--- config.mk ---
export PLATFORM = sky130hd
export DESIGN_NAME = flash_mode_ctrl
export DESIGN_NICKNAME = d
export VERILOG_FILES = /design/src/rtl/fmc_pkg.sv /design/src/rtl/fmc_next_state.sv /design/src/rtl/fmc_sticky_err.sv /design/src/rtl/fmc_perm_decode.sv /design/src/rtl/flash_mode_ctrl.sv
export SDC_FILE = /design/constraint.sdc
export NUM_CORES = 1
export LEC_CHECK = 0
export ABC_CLOCK_PERIOD_IN_PS = 1100
export BUFFER_PORTS_ARGS = -buffer_cell sky130_fd_sc_hd__buf_2
export CORE_AREA = 2 2 39 41
export CTS_CLUSTER_SIZE = 10
export DETAILED_ROUTE_END_ITERATION = 8
export DIE_AREA = 0 0 41 43
export SETUP_SLACK_MARGIN = 0.05
export SLEW_MARGIN = 30
export SYNTH_ARGS = -nofsm -noshare
export SYNTH_HDL_FRONTEND = slang
export SYNTH_SLANG_ARGS = --single-unit
--- constraint.sdc ---
create_clock -name clk -period 1.1 [get_ports clk]
set_input_delay 0.22 -clock clk [delete_from_list [all_inputs] [get_ports clk]]
set_output_delay 0.22 -clock clk [all_outputs]
set_load 0.01 [all_outputs]
--- src/rtl/fmc_pkg.sv ---
// Package: shared state encoding and permission bundle for the flash
// mode controller. Assumes a single clock domain.
package fmc_pkg;

    typedef enum logic [2:0] {
        FM_HWPROT   = 3'd0,
        FM_READ     = 3'd1,
        FM_PROG     = 3'd2,
        FM_ERASE    = 3'd3,
        FM_ERR      = 3'd4,
        FM_ERR_STBY = 3'd5
    } fm_state_e;

    typedef struct packed {
        logic rd;
        logic vf;
        logic pr;
        logic er;
        logic init;
    } fm_perm_t;

endpackage

--- src/rtl/fmc_next_state.sv ---
// Module: next-state logic of the mode controller. It is pure combinational
// logic. Reset and hardware standby are applied by the state register in the
// parent and are not seen here. Assumes inputs are synchronous levels.
module fmc_next_state
    import fmc_pkg::*;
(
    input  fm_state_e cur,
    input  logic      prog_req,
    input  logic      erase_req,
    input  logic      wen,
    input  logic      err_strobe,
    input  logic      stby,
    output fm_state_e nxt,
    output logic      err_set
);

    // Purpose: choose the following mode and flag the error-entry edge.
    always_comb begin
        nxt     = cur;
        err_set = 1'b0;
        unique case (cur)
            FM_HWPROT: nxt = FM_READ;
            FM_READ: begin
                if (wen && prog_req)       nxt = FM_PROG;
                else if (wen && erase_req) nxt = FM_ERASE;
            end
            FM_PROG, FM_ERASE: begin
                if (err_strobe) begin
                    nxt     = FM_ERR;
                    err_set = 1'b1;
                end else if (!prog_req && !erase_req) begin
                    nxt = FM_READ;
                end
            end
            FM_ERR:      if (stby)  nxt = FM_ERR_STBY;
            FM_ERR_STBY: if (!stby) nxt = FM_ERR;
            default:     nxt = FM_HWPROT;
        endcase
    end

endmodule

--- src/rtl/fmc_sticky_err.sv ---
// Module: sticky error flag. It is set on the error-entry edge and cleared
// only by reset or hardware standby. Assumes set is a single-cycle request
// from the next-state logic.
module fmc_sticky_err (
    input  logic clk,
    input  logic rst_n,
    input  logic clr,
    input  logic set,
    output logic flag
);

    // Purpose: hold the error flag across all error sub-states.
    always_ff @(posedge clk) begin
        if (!rst_n || clr) flag <= 1'b0;
        else if (set)      flag <= 1'b1;
    end

endmodule

--- src/rtl/fmc_perm_decode.sv ---
// Module: decodes the current mode into permission flags and the interrupt
// mask. Write permissions are also gated by the write-enable pin level.
module fmc_perm_decode
    import fmc_pkg::*;
(
    input  fm_state_e cur,
    input  logic      wen,
    output fm_perm_t  perm,
    output logic      nmi_hold
);

    // Purpose: map each mode onto its allowed operations.
    always_comb begin
        perm     = '0;
        nmi_hold = 1'b0;
        unique case (cur)
            FM_HWPROT:   perm.init = 1'b1;
            FM_READ: begin
                perm.rd = 1'b1;
                perm.vf = 1'b1;
            end
            FM_PROG: begin
                perm.vf  = 1'b1;
                perm.pr  = wen;
                nmi_hold = 1'b1;
            end
            FM_ERASE: begin
                perm.vf  = 1'b1;
                perm.er  = wen;
                nmi_hold = 1'b1;
            end
            FM_ERR:      perm.rd   = 1'b1;
            FM_ERR_STBY: perm.init = 1'b1;
            default:     perm.init = 1'b1;
        endcase
    end

endmodule

--- src/rtl/flash_mode_ctrl.sv ---
// Module: top of the flash program/erase mode controller. It holds the mode
// register and connects next-state, error flag and decode. Assumes a
// synchronous active-low reset; hardware standby acts like reset.
module flash_mode_ctrl
    import fmc_pkg::*;
(
    input  logic clk,
    input  logic rst_n,
    input  logic hw_stby,
    input  logic sw_stby,
    input  logic fwe,
    input  logic prog_bit,
    input  logic erase_bit,
    input  logic err_det,
    output logic rd_ok,
    output logic vf_ok,
    output logic pr_ok,
    output logic er_ok,
    output logic reg_init,
    output logic fler,
    output logic nmi_mask
);

    fm_state_e state_q;
    fm_state_e state_d;
    logic      err_set;
    fm_perm_t  perm;

    fmc_next_state u_next (
        .cur        (state_q),
        .prog_req   (prog_bit),
        .erase_req  (erase_bit),
        .wen        (fwe),
        .err_strobe (err_det),
        .stby       (sw_stby),
        .nxt        (state_d),
        .err_set    (err_set)
    );

    // Purpose: mode register, forced to hardware protection by reset/standby.
    always_ff @(posedge clk) begin
        if (!rst_n || hw_stby) state_q <= FM_HWPROT;
        else                   state_q <= state_d;
    end

    fmc_sticky_err u_err (
        .clk   (clk),
        .rst_n (rst_n),
        .clr   (hw_stby),
        .set   (err_set),
        .flag  (fler)
    );

    fmc_perm_decode u_dec (
        .cur      (state_q),
        .wen      (fwe),
        .perm     (perm),
        .nmi_hold (nmi_mask)
    );

    assign rd_ok    = perm.rd;
    assign vf_ok    = perm.vf;
    assign pr_ok    = perm.pr;
    assign er_ok    = perm.er;
    assign reg_init = perm.init;

endmodule

==> key figures <==
Final layout
  • Fillers: 143
  • N_diodes: 0
  • Register Area: 91.3 sq um
  • Multi-input gate area: 229 sq um
  • Synth-to-layout area growth: 103%
  • Final net count: 72
  • Final Util: 0.401
  • Commonest non-fill, non-tap cell in the layout: buf_2
  • Share of cells above drive strength 1: 0.790
  • Final instance area: 554 sq um
  • Commonest cells after routing, fill and taps aside: buf_2, buf_4, nor2_1

STA
  • Setup WS post-layout: -0.188 ns
  • Hold Fails Final Rpt: 0
  • F_max: 777 MHz
  • Worst hold margin: 0.325 ns
  • Tightest Pin Transition: 0.387 ns
  • Tcrit/Tclk final: 1.17
  • Final Max Slew Viols: 0
  • Clk_skew: 0.00687 ns
  • RSZ-0062 raised after global routing: true
  • Minimum clock period after layout: 1.29 ns
  • Slew HR: 0.741
  • Setup violators final: 7

Global route
  • First-pass GRT wire length: 1280 microns
  • Largest net degree at the start of global routing: 8
  • Initial antenna violation count: 0
  • GR Util All Layers: 0.113
  • Grt total ovfl: 0
  • Vias in the first global route: 297

Worst hold path
  • Min-delay src: rst_n
  • HP Class: in2reg

Logic synthesis
  • Syn nets: 42
  • Post-Synth XOR/XNOR Area: 0.0321
  • Sequential area share after synthesis: 0.294
  • Area share of fa/ha/maj cells after synthesis: 0
  • Synth Flop Type: dfxtp_1
  • Yosys top cell area share: 0.294
  • Leading area contributor after synthesis: dfxtp_1
  • Mapped Area: 273 sq um
  • Synth async-reset ratio: 0
  • Unique cell type count in the Yosys netlist: 18
  • Synth Area in Simple Gates: 0.385
  • Post-synthesis mux area share: 0.0550
  • Yosys reg bits: 4
  • Synthesis Warnings: 0
  • Compound-Gate Fraction of Synth Area: 0.161
  • Cells after Synth: 34
  • Largest cells by area after synthesis: dfxtp_1, nor2_1, nor4_2
  • Syn Area/Cell: 8.02 sq um
  • Largest family of logic cells by synthesized area: simple AND/OR/NAND/NOR gates
  • EDFF count, synth: 0

Clock network
  • Number of buffers created by CTS: 3
  • Root Buffer: clkbuf_4
  • CTS Sinks: 4
  • Clock Path Buffers: 2
  • Clock Pin Slew Worst Setup and Hold Paths: 0.04 ns
  • CTS tree: built
  • Hold buffers post-CTS: 0
  • H-tree Lvls: 1
  • Clk_lat worst skew: 0.24 ns

Die
  • Starting Density: 0.197
  • I/O pin cnt: 15
  • DIE AREA: 0.00176 sq mm
  • Row count: 14
  • Die height: 43 microns
  • Core region area: 0.00138 sq mm
  • Die X: 41 microns

Detailed routing
  • Initial DRT Pass Iterations: 2
  • Final ANT Viol Nets: 0
  • DR iter-0 viols: 1
  • Total Routed Length: 879 microns
  • Routed vias/inst: 4.44
  • Routed wire per std cell: 11.3 microns
  • Detailed-route DRC error count: 0
  • Via count: 346

Worst setup path
  • Kind of end point of the critical path: output port
  • Crit path DAT: 1.07 ns
  • Worst path required time: 0.88 ns
  • Worst setup path startpoint: state_q[2]
  • RR Startpoint: state_q[1]
  • Setup CP Type: reg2out
  • Crit-path max FO: 5
  • Worst Setup Start Kind: flip-flop

Power
  • Switching pwr: 0.000115 W
  • Max IR drop VDD: 382 uV
  • Reg power frac: 0.348
  • Sw frac: 0.267
  • Internal power: 0.000317 W
  • Logic gate share of total power: 0.220
  • Power per cell area: 779 mW/mm^2
  • Pleak: 0.245 nW
  • Clock power frac: 0.432

Placed design
  • GP Congestion: 0.721
  • PortBufs: 14
  • Placed instance area: 433 sq um
  • Post-DP HPWL: 640 microns
  • DP Worst Slack: -0.0443 ns

Outcome
  • Failing checks: setup timing
  • Status: complete, but fails checks

Run
  • Max cap viols: 0
cell families (layout without fill, tap and decap cells):
group | after synthesis | after routing
muxes | 1 | 1
and+or+nand+nor | 18 | 18
DFF | 4 | 4
buffers and inverters | 4 | 32
xor gates and xnor gates | 1 | 1
AOI/OAI and AO/OA | 6 | 6
metrics by stage:
stage               setup TNS (ns)  total power, W  cells
finish                      -0.771        0.000432     78
global route                 -1.09        0.000457     78
CTS                         -0.809        0.000427     75
detailed placement          -0.108        0.000235     70
global placement           -0.0436        0.000234     70
floorplan                        0        0.000194     34
timing repair:
action                                 in CTS  in global routing
endpoints found under the hold margin       0                  0
buffers inserted                            2                  3
setup endpoints to repair                   8                  8
gates resized for setup                     9                  8
pin swaps                                   0                  1
power by group through the flow:
stage | Sequential (W) | Clock (W) | Combinational, W
finish | 0.000150 | 0.000187 | 0.0000949
global route | 0.000151 | 0.000203 | 0.000103
CTS | 0.000150 | 0.000194 | 0.0000840
detailed placement | 0.000156 | 0 | 0.0000789
global placement | 0.000156 | 0 | 0.0000777
floorplan | 0.000153 | 0 | 0.0000413
flip-flops by register name, indices dropped and copies added, names as in the netlist:
register    cells
state_q         3
u_err.flag      1
final cells by class:
cell class / count / area share
clock buffer: 3 / 0.0406
timing repair buffer: 27 / 0.327
tap: 16 / 0.0361
multi-input combinational: 26 / 0.413
inverter: 2 / 0.0181
sequential: 4 / 0.165
synthesized netlist by cell type, types with 2 or more instances:
cell type  count
dfxtp_1        4
nor4_2         2
inv_2          2
nand2_1        4
nor2_1         7
a21oi_1        3
critical path, cell delays in order, from the launching register on:
cell,delay (ns)
dfxtp_4,0.36
xnor2_2,0.22
nor2_4,0.06
nor2_2,0.07
buf_2,0.13
path summary, 6_finish.rpt:
path | end | slack (ns) | depth (start not counted)
min reg2reg | u_err.flag | 0.47 | 2
max reg2reg | state_q[0] | -0.03 | 4
max | reg_init | -0.19 | 4
min | u_err.flag | 0.32 | 3
metal layers:
layer / vias to the layer above / share of wire / global-route usage / routed length (microns)
li1: 174 / - / - / -
met1: 160 / 0.39 / 0.125 / 342
met2: 10 / 0.54 / 0.175 / 474
met3: 2 / 0.051 / 0.0471 / 45
met4: 0 / 0.018 / 0.0600 / 16
met5: - / 0 / 0 / 0
Note: power is estimated with default switching activity, not from simulation.
